[src/rtl/pwr_seq_pkg.sv]
package pwr_seq_pkg;

    localparam int STATE_W = 3;

    typedef enum logic [STATE_W-1:0] {
        ST_RUN        = 3'd0,
        ST_DRAIN      = 3'd1,
        ST_SG_CYCLE   = 3'd2,
        ST_STOP_GRANT = 3'd3,
        ST_STOP_CLOCK = 3'd4,
        ST_HALT_CYCLE = 3'd5,
        ST_AUTO_HALT  = 3'd6
    } pwr_state_e;

    localparam logic BUS_TYPE_STOP_GRANT = 1'b0;
    localparam logic BUS_TYPE_HALT       = 1'b1;

    localparam logic ORIGIN_RUN  = 1'b0;
    localparam logic ORIGIN_HALT = 1'b1;

endpackage

[src/rtl/pwr_drain_join.sv]
module pwr_drain_join #(
    parameter int NUM_DRAIN = 3
) (
    input  logic [NUM_DRAIN-1:0] done_in,
    output logic                 all_done
);

    logic [NUM_DRAIN:0] chain;

    assign chain[0] = 1'b1;

    for (genvar i = 0; i < NUM_DRAIN; i++) begin : g_join
        assign chain[i+1] = chain[i] & done_in[i];
    end

    assign all_done = chain[NUM_DRAIN];

endmodule

[src/rtl/pwr_seq_fsm.sv]
module pwr_seq_fsm
    import pwr_seq_pkg::*;
(
    input  logic               clk,
    input  logic               rst_n,
    input  logic               stop_req,
    input  logic               halt_exec,
    input  logic               insn_boundary,
    input  logic               drained,
    input  logic               bus_ack,
    input  logic               clk_stopped,
    input  logic               wake_irq,
    output logic               prefetch_stop,
    output logic               drain_req,
    output logic               bus_req,
    output logic               bus_type,
    output logic               core_clk_en,
    output logic [STATE_W-1:0] state_code
);

    pwr_state_e state_q, state_d;
    logic       origin_q, origin_d;

    // next-state and origin selection
    always_comb begin
        state_d  = state_q;
        origin_d = origin_q;
        unique case (state_q)
            ST_RUN: begin
                if (halt_exec) begin
                    state_d = ST_HALT_CYCLE;
                end else if (stop_req && insn_boundary) begin
                    state_d = ST_DRAIN;
                end
            end
            ST_DRAIN: begin
                if (drained) begin
                    state_d  = ST_SG_CYCLE;
                    origin_d = ORIGIN_RUN;
                end
            end
            ST_SG_CYCLE: begin
                if (bus_ack) begin
                    state_d = ST_STOP_GRANT;
                end
            end
            ST_STOP_GRANT: begin
                if (clk_stopped) begin
                    state_d = ST_STOP_CLOCK;
                end else if (!stop_req) begin
                    state_d = (origin_q == ORIGIN_HALT) ? ST_AUTO_HALT : ST_RUN;
                end
            end
            ST_STOP_CLOCK: begin
                if (!clk_stopped) begin
                    state_d = ST_STOP_GRANT;
                end
            end
            ST_HALT_CYCLE: begin
                if (bus_ack) begin
                    state_d = ST_AUTO_HALT;
                end
            end
            ST_AUTO_HALT: begin
                if (stop_req) begin
                    state_d  = ST_SG_CYCLE;
                    origin_d = ORIGIN_HALT;
                end else if (wake_irq) begin
                    state_d = ST_RUN;
                end
            end
            default: begin
                state_d = ST_RUN;
            end
        endcase
    end

    // state and origin registers
    always_ff @(posedge clk) begin
        if (!rst_n) begin
            state_q  <= ST_RUN;
            origin_q <= ORIGIN_RUN;
        end else begin
            state_q  <= state_d;
            origin_q <= origin_d;
        end
    end

    // Moore outputs
    always_comb begin
        prefetch_stop = 1'b0;
        drain_req     = 1'b0;
        bus_req       = 1'b0;
        bus_type      = BUS_TYPE_STOP_GRANT;
        core_clk_en   = 1'b1;
        unique case (state_q)
            ST_RUN: begin
            end
            ST_DRAIN: begin
                prefetch_stop = 1'b1;
                drain_req     = 1'b1;
            end
            ST_SG_CYCLE: begin
                prefetch_stop = 1'b1;
                bus_req       = 1'b1;
                bus_type      = BUS_TYPE_STOP_GRANT;
            end
            ST_STOP_GRANT, ST_STOP_CLOCK: begin
                prefetch_stop = 1'b1;
                core_clk_en   = 1'b0;
            end
            ST_HALT_CYCLE: begin
                bus_req  = 1'b1;
                bus_type = BUS_TYPE_HALT;
            end
            ST_AUTO_HALT: begin
                core_clk_en = 1'b0;
            end
            default: begin
            end
        endcase
    end

    assign state_code = state_q;

endmodule

[src/rtl/pwr_seq_top.sv]
module pwr_seq_top
    import pwr_seq_pkg::*;
#(
    parameter int NUM_DRAIN = 3
) (
    input  logic                 clk,
    input  logic                 rst_n,
    input  logic                 stop_req,
    input  logic                 halt_exec,
    input  logic                 insn_boundary,
    input  logic [NUM_DRAIN-1:0] drain_done,
    input  logic                 bus_ready,
    input  logic                 bus_burst_ready,
    input  logic                 clk_stopped,
    input  logic                 wake_irq,
    output logic                 prefetch_stop,
    output logic                 drain_req,
    output logic                 bus_req,
    output logic                 bus_type,
    output logic                 core_clk_en,
    output logic [STATE_W-1:0]   state_code
);

    logic drained;
    logic bus_ack;

    assign bus_ack = bus_ready | bus_burst_ready;

    pwr_drain_join #(
        .NUM_DRAIN (NUM_DRAIN)
    ) u_join (
        .done_in  (drain_done),
        .all_done (drained)
    );

    pwr_seq_fsm u_fsm (
        .clk           (clk),
        .rst_n         (rst_n),
        .stop_req      (stop_req),
        .halt_exec     (halt_exec),
        .insn_boundary (insn_boundary),
        .drained       (drained),
        .bus_ack       (bus_ack),
        .clk_stopped   (clk_stopped),
        .wake_irq      (wake_irq),
        .prefetch_stop (prefetch_stop),
        .drain_req     (drain_req),
        .bus_req       (bus_req),
        .bus_type      (bus_type),
        .core_clk_en   (core_clk_en),
        .state_code    (state_code)
    );

endmodule

[config.mk]
export PLATFORM = sky130hd
export DESIGN_NAME = pwr_seq_top
export DESIGN_NICKNAME = d
export VERILOG_FILES = /design/src/rtl/pwr_seq_pkg.sv /design/src/rtl/pwr_drain_join.sv /design/src/rtl/pwr_seq_fsm.sv /design/src/rtl/pwr_seq_top.sv
export SDC_FILE = /design/constraint.sdc
export NUM_CORES = 1
export LEC_CHECK = 0
export BUFFER_PORTS_ARGS = -buffer_cell sky130_fd_sc_hd__buf_2
export CORE_AREA = 3 3 40 42
export CTS_BUF_LIST = sky130_fd_sc_hd__clkbuf_8
export CTS_CLUSTER_SIZE = 40
export DETAILED_ROUTE_END_ITERATION = 16
export DIE_AREA = 0 0 43 45
export PLACE_DENSITY = 0.7
export SYNTH_ARGS = -nofsm -noshare
export SYNTH_HDL_FRONTEND = slang
export SYNTH_SLANG_ARGS = --single-unit
[constraint.sdc]
create_clock -name clk -period 2.5 [get_ports clk]
set_input_delay 0.5 -clock clk [delete_from_list [all_inputs] [get_ports clk]]
set_output_delay 0.5 -clock clk [all_outputs]
set_load 0.02 [all_outputs]
==> qor.csv, run 1 <==
stage;metric;value;unit
status;status;finished clean;
final_layout;share of post-route cells with drive strength above 1;0.4853;
logic_synthesis;post-synth cell types;35;
grt;first-pass GRT wire length;1.476;mm
power;Leak;0.2295;nW
logic_synthesis;#FFs+latches synth;4;
timing;Max-Slew Margin vs Limit;0.6456;
worst_setup_path;kind of end point of the critical path;output port;
grt;GRT Residual Overflow;0;
timing;worst clock skew;0.01148;ns
routing;final wirelength;1.023;mm
final_layout;number of nets in the finished design;82;
floorplan;Chip Height;45;µm
worst_hold_path;kind of path behind the tightest hold check;input pin to flop;
timing;maximum clock rate;0.5047;GHz
grt;pin count of the biggest net entering global routing;18;
logic_synthesis;Syn Area/Cell;8.605;µm²
timing;count of pins over their slew limit;0;
routing;iteration count of the initial detailed-routing pass;5;
final_layout;Filler cells;132;
floorplan;# rows;13;
grt;met3 track demand over resource in global routing;0.01992;
routing;number of nets with antenna violations after routing;0;
placement;number of cells in the design after placement;80;
run;max-capacitance violation count;0;
cts;post-CTS setup repair buffer count;0;
logic_synthesis;cell area after technology mapping;421.7;µm²
routing;# DRC;0;
grt;met2 global-route usage;0.1617;
logic_synthesis;Seq/Total Area, Yosys;0.1899;
worst_setup_path;WP data required;2.00;ns
cts;Reg clk slew, reported paths;0.03;ns
cts;CTS tree;done;
cts;number of buffers created by CTS;3;
routing;number of DRC markers after the initial detailed-route iteration;13;
routing;routed length per instance;12.33;µm
timing;setup repair after global routing missed its margin;false;
cts;post-cts resize count;0;
grt;aggregate global-route resource usage;0.1057;
final_layout;number of diodes added for antenna fixing;0;
logic_synthesis;total number of yosys warnings;0;
cts;Sink Count;4;
floorplan;Die Span X;43;µm
final_layout;number of standard cells in the layout, taps in and fillers out;83;
timing;Hold Violations, Final;0;
power;total power per unit cell area;1142;nW/µm²
grt;initial antenna violation count;0;
placement;post-place setup slack;0.7575;ns
placement;number of port buffers;19;
cts;Max Buffers Root-to-Sink;2;
cts;maximum level of the CTS H-tree;1;
power;worst supply voltage drop on vdd;0.0003409;V
cts;clock latency on the worst-skew pair;0.23;ns
grt;met1 track demand over resource;0.1205;
timing;worst path setup slack after routing;0.5186;ns
worst_setup_path;Worst Reg2Reg Path Length in Cells;4;
placement;detailed-placement wirelength estimate;754.2;µm
final_layout;fin area;550.5;µm²
final_layout;Layout Area Growth over Synthesis;30.56;%
worst_setup_path;worst path arrival time;1.48;ns
floorplan;Placeable Area;1285;µm²
routing;Vias per Instance;5.542;
placement;total placed instance area;509.2;µm²
power;Total Power Consumption;0.6287;mW
logic_synthesis;syn nets;61;
floorplan;Die Footprint;1935;µm²
timing;Worst-Margin Slew;0.5309;ns
grt;vias in the first global route;365;
worst_hold_path;worst hold stages;2;
routing;DR vias;460;
final_layout;share of the core filled with cells in the final layout;0.4284;
timing;ratio of final minimum period to clock period;0.7925;
floorplan;effective utilization at floorplan;0.3281;
logic_synthesis;post-synthesis cell count;49;
worst_setup_path;CP max FO;17;
floorplan;I/O pins;20;
timing;worst slack on hold paths;0.5033;ns
cts;clock root buffer master;sky130_fd_sc_hd__clkbuf_8;
timing;final-layout setup total negative slack;0;ns
grt;grt peak-use layer;met2;
cts;total of hold buffers inserted after clock tree synthesis;0;
timing;total of endpoints with negative setup slack in the final report;0;
timing;Final Critical Period;1.981;ns
placement;weighted congestion reported at the end of routability-driven placement;0.7532;
worst_setup_path;category of the most critical setup path;flop to output port;
worst_setup_path;Critical Path Source Type;flop;
## final timing paths
kind | from | end | slack [ns]
worst max-delay path | u_fsm.state_code[2]$_SDFFE_PN0P_ | core_clk_en | 0.52
worst min-delay path | rst_n | u_fsm.state_code[1]$_SDFFE_PN0P_ | 0.50
worst max register to register | u_fsm.state_code[0]$_SDFFE_PN0P_ | u_fsm.state_code[0]$_SDFFE_PN0P_ | 0.89
worst min register to register | u_fsm.origin_q$_SDFFE_PN0P_ | u_fsm.origin_q$_SDFFE_PN0P_ | 0.59
## cell families after synthesis
family | count (synthesis) | synth area share
AOI/OAI and AO/OA | 16 | 0.2878
buffers and inverters | 6 | 0.08901
DFF | 4 | 0.1899
muxes | 1 | 0.02670
and+or+nand+nor | 22 | 0.4065
## placed cells by master (no fill, tap or decap), types with 2 or more instances in the layout
cell type and instances:
sky130_fd_sc_hd__nand2b_1 2, sky130_fd_sc_hd__clkbuf_8 3, sky130_fd_sc_hd__dfxtp_1 4, sky130_fd_sc_hd__inv_1 2
sky130_fd_sc_hd__a211oi_1 2, sky130_fd_sc_hd__o22ai_1 2, sky130_fd_sc_hd__a31oi_1 2, sky130_fd_sc_hd__buf_2 19
sky130_fd_sc_hd__nor3b_1 2, sky130_fd_sc_hd__nor2_1 4, sky130_fd_sc_hd__o21ai_2 2
## cells in the mapped netlist
cell type / number / area (µm²)
sky130_fd_sc_hd__or2_1: 1 / 6.260
sky130_fd_sc_hd__buf_6: 1 / 11.26
sky130_fd_sc_hd__a22oi_1: 1 / 7.510
sky130_fd_sc_hd__and3b_2: 1 / 10.01
sky130_fd_sc_hd__nor2_1: 4 / 15.01
sky130_fd_sc_hd__a221oi_2: 1 / 15.01
sky130_fd_sc_hd__nor3b_1: 2 / 15.01
sky130_fd_sc_hd__o21ai_2: 2 / 17.52
sky130_fd_sc_hd__a21oi_1: 1 / 5.000
sky130_fd_sc_hd__nor3_1: 1 / 5.000
sky130_fd_sc_hd__o31ai_1: 1 / 7.510
sky130_fd_sc_hd__and3_1: 1 / 6.260
sky130_fd_sc_hd__buf_4: 2 / 15.01
sky130_fd_sc_hd__nand3_1: 1 / 5.000
sky130_fd_sc_hd__o21a_1: 1 / 7.510
sky130_fd_sc_hd__o22ai_1: 2 / 12.51
sky130_fd_sc_hd__a211oi_1: 2 / 15.01
sky130_fd_sc_hd__nor4b_4: 1 / 23.77
sky130_fd_sc_hd__and4bb_2: 1 / 12.51
sky130_fd_sc_hd__nor3_2: 1 / 10.01
sky130_fd_sc_hd__inv_1: 2 / 7.510
sky130_fd_sc_hd__and3b_1: 1 / 8.760
sky130_fd_sc_hd__a31oi_1: 2 / 12.51
sky130_fd_sc_hd__a21boi_1: 1 / 7.510
sky130_fd_sc_hd__nor2_2: 1 / 6.260
sky130_fd_sc_hd__nand2b_1: 2 / 12.51
sky130_fd_sc_hd__nor4bb_1: 1 / 10.01
sky130_fd_sc_hd__dfxtp_1: 4 / 80.08
sky130_fd_sc_hd__inv_2: 1 / 3.750
sky130_fd_sc_hd__nand4_1: 1 / 6.260
sky130_fd_sc_hd__nor3b_2: 1 / 12.51
sky130_fd_sc_hd__nor4_1: 1 / 6.260
sky130_fd_sc_hd__a41oi_1: 1 / 8.760
sky130_fd_sc_hd__mux2_2: 1 / 11.26
sky130_fd_sc_hd__o21ai_0: 1 / 5.000
## per-layer routing
metal,share of wire,vias to the layer above
met5,0,-
met4,0.023,0
met3,0.13,2
met2,0.44,29
met1,0.41,198
li1,-,231
## area by class of cell
class	instances	area [µm²]	area share
multi-input combinational	39	304.0	0.5523
timing repair buffer	19	95.09	0.1727
sequential	4	80.08	0.1455
inverter	3	11.26	0.02045
clock buffer	3	41.29	0.07500
tap	15	18.77	0.03409
## report_power, final
part           internal (mW)  switching (mW)  leakage [nW]  total (mW)
clock                  0.103          0.0411        0.0216       0.144
sequential            0.0835          0.0733        0.0329       0.157
combinational          0.149           0.179         0.175       0.327
## critical path, cell delays in order (launching register included)
cell and delay [ns]:
sky130_fd_sc_hd__dfxtp_1 0.64, sky130_fd_sc_hd__inv_1 0.18, sky130_fd_sc_hd__mux2_2 0.29, sky130_fd_sc_hd__buf_2 0.16
## registers in the layout, summed over array words and instances, names as in the netlist
| name | count |
|---|---|
| u_fsm.origin_q | 1 |
| u_fsm.state_code | 3 |
No activity file was read; power rests on OpenSTA's default activity.
==> inputs of run 2 (changes only) <==
Clock period 2.5 ns to 1.98 ns, I/O delays scaled along.
==> qor.csv, run 2 (synthesis gave the netlist of run 1 again) <==
stage;metric;value;unit;change
status;status;finished clean;;
cts;post-cts resize count;0;;unchanged
placement;weighted congestion reported at the end of routability-driven placement;0.7532;;unchanged
floorplan;effective utilization at floorplan;0.3281;;unchanged
timing;count of pins over their slew limit;0;;unchanged
cts;clock latency on the worst-skew pair;0.23;ns;about the same
power;total power per unit cell area;1441;nW/µm²;+26%
cts;Sink Count;4;;unchanged
timing;setup repair after global routing missed its margin;false;;
timing;Worst-Margin Slew;0.5290;ns;-0.001860 ns
routing;Vias per Instance;5.554;;+0.22%
final_layout;number of flip-flops under the largest register name;3;;unchanged
worst_setup_path;Critical Path Source Type;flop;;
grt;initial antenna violation count;0;;unchanged
grt;vias in the first global route;365;;unchanged
grt;met2 global-route usage;0.1617;;unchanged
floorplan;I/O pins;20;;unchanged
placement;number of port buffers;19;;unchanged
final_layout;number of diodes added for antenna fixing;0;;unchanged
routing;iteration count of the initial detailed-routing pass;4;;-1
worst_hold_path;worst hold stages;2;;unchanged
grt;GRT Residual Overflow;0;;unchanged
cts;CTS tree;done;;
final_layout;share of post-route cells with drive strength above 1;0.5000;;+0.01471
worst_setup_path;origin of the critical flop-to-flop path;u_fsm.state_code[0]$_SDFFE_PN0P_;;
routing;final wirelength;1.028;mm;+0.49%
grt;met3 track demand over resource in global routing;0.01992;;unchanged
placement;detailed-placement wirelength estimate;754.2;µm;unchanged
timing;maximum clock rate;0.5374;GHz;
timing;Hold Violations, Final;0;;unchanged
floorplan;Die Span X;43;µm;unchanged
worst_hold_path;Hold EP;u_fsm.state_code[1]$_SDFFE_PN0P_;;
final_layout;number of nets in the finished design;82;;unchanged
timing;worst clock skew;0.01130;ns;-0.0001798 ns
power;Leak;0.2298;nW;+0.14%
timing;final-layout setup total negative slack;0;ns;unchanged
timing;total of endpoints with negative setup slack in the final report;0;;unchanged
grt;aggregate global-route resource usage;0.1057;;unchanged
floorplan;Die Footprint;1935;µm²;unchanged
placement;number of cells in the design after placement;80;;unchanged
worst_hold_path;kind of path behind the tightest hold check;input pin to flop;;
routing;routed length per instance;12.39;µm;+0.49%
worst_setup_path;worst setup slack for register-to-register paths;0.37;ns;-0.52 ns
cts;post-CTS setup repair buffer count;0;;unchanged
routing;# DRC;0;;unchanged
power;worst supply voltage drop on vdd;0.0004295;V;+26%
grt;met1 track demand over resource;0.1205;;unchanged
cts;clock root buffer master;sky130_fd_sc_hd__clkbuf_8;;
timing;ratio of final minimum period to clock period;0.9398;;
worst_setup_path;Worst Reg2Reg Path Length in Cells;4;;unchanged
floorplan;Chip Height;45;µm;unchanged
run;max-capacitance violation count;0;;unchanged
worst_setup_path;Reg2Reg Capture Point;u_fsm.state_code[2]$_SDFFE_PN0P_;;
worst_setup_path;CP max FO;13;;-4
routing;number of DRC markers after the initial detailed-route iteration;13;;unchanged
final_layout;Layout Area Growth over Synthesis;30.86;%;
timing;Final Critical Period;1.861;ns;
cts;Max Buffers Root-to-Sink;2;;unchanged
floorplan;Placeable Area;1285;µm²;unchanged
cts;number of buffers created by CTS;3;;unchanged
cts;total of hold buffers inserted after clock tree synthesis;0;;unchanged
cts;maximum level of the CTS H-tree;1;;unchanged
grt;grt peak-use layer;met2;;
worst_setup_path;kind of end point of the critical path;output port;;
grt;pin count of the biggest net entering global routing;18;;unchanged
worst_setup_path;critical path startpoint;u_fsm.state_code[0]$_SDFFE_PN0P_;;
worst_hold_path;Hold Startpoint;rst_n;;
timing;Max-Slew Margin vs Limit;0.6468;;+0.001242
grt;first-pass GRT wire length;1.476;mm;unchanged
floorplan;# rows;13;;unchanged
final_layout;highest-count cells in the layout ignoring fill and taps;sky130_fd_sc_hd__buf_2, sky130_fd_sc_hd__nor2_1, sky130_fd_sc_hd__clkbuf_8, sky130_fd_sc_hd__dfxtp_1;;
routing;number of nets with antenna violations after routing;0;;unchanged
worst_setup_path;WP data required;1.58;ns;-0.42 ns
final_layout;number of standard cells in the layout, taps in and fillers out;83;;unchanged
worst_setup_path;category of the most critical setup path;flop to output port;;
final_layout;most common library cell in the layout ignoring fill and taps;sky130_fd_sc_hd__buf_2;;
cts;Reg clk slew, reported paths;0.04;ns;about the same
routing;DR vias;461;;+0.22%
worst_setup_path;worst path arrival time;1.46;ns;-0.02 ns
[run 2: cell counts in the layout (fill, tap and decap cells not counted)]
Identical to the previous run, type by type.
[run 2: power breakdown]
| part | switching (mW) | internal (mW) |
|---|---|---|
| sequential | 0.0930 | 0.107 |
| clock | 0.0518 | 0.130 |
| combinational | 0.225 | 0.188 |
[run 2: worst max-delay path by stage]
| stage | endpoint | slack [ns] | cells past startpoint |
|---|---|---|---|
| 2_1_floorplan | u_fsm.state_code[2]$_SDFFE_PN0P_ | 0.24 | 4 |
| 3_3_place_gp | core_clk_en | 0.32 | 3 |
| 3_5_place_dp | bus_req | 0.34 | 3 |
| 4_1_cts | core_clk_en | 0.11 | 3 |
| 5_1_grt | bus_req | 0.03 | 3 |
| 6_report | drain_req | 0.12 | 2 |
[run 2: stage by stage]
step	area, µm²	power, mW	setup slack (ns)	hold WS [ns]	utilization
3_5_place_dp	509.2	0.6141	0.3415	0.5852	0.3963
5_1_grt	551.8	0.8410	0.02595	0.4061	0.4294
6_report	551.8	0.7951	0.1192	0.3993	0.4294
2_1_floorplan	421.7	0.5266	0.2382	0.5135	-
4_1_cts	550.5	0.7961	0.1089	0.4026	0.4284
3_3_place_gp	509.2	0.6092	0.3249	0.5766	0.3963
[run 2: worst max-delay path, cell delays in order (launching register included)]
cell and delay [ns]:
sky130_fd_sc_hd__dfxtp_1 0.64, sky130_fd_sc_hd__nor3b_1 0.36, sky130_fd_sc_hd__buf_2 0.23
[run 2: area by class of cell]
class	instances	area (µm²)
timing repair buffer	19	95.09
tap	15	18.77
fill	131	733.2
clock buffer	3	41.29
multi-input combinational	39	304.0
inverter	3	11.26
sequential	4	81.33
[run 2: metal layers]
layer,vias to the layer above,share of wire
met5,-,0
met4,0,0.023
met3,2,0.14
met2,28,0.43
met1,200,0.40
li1,231,-
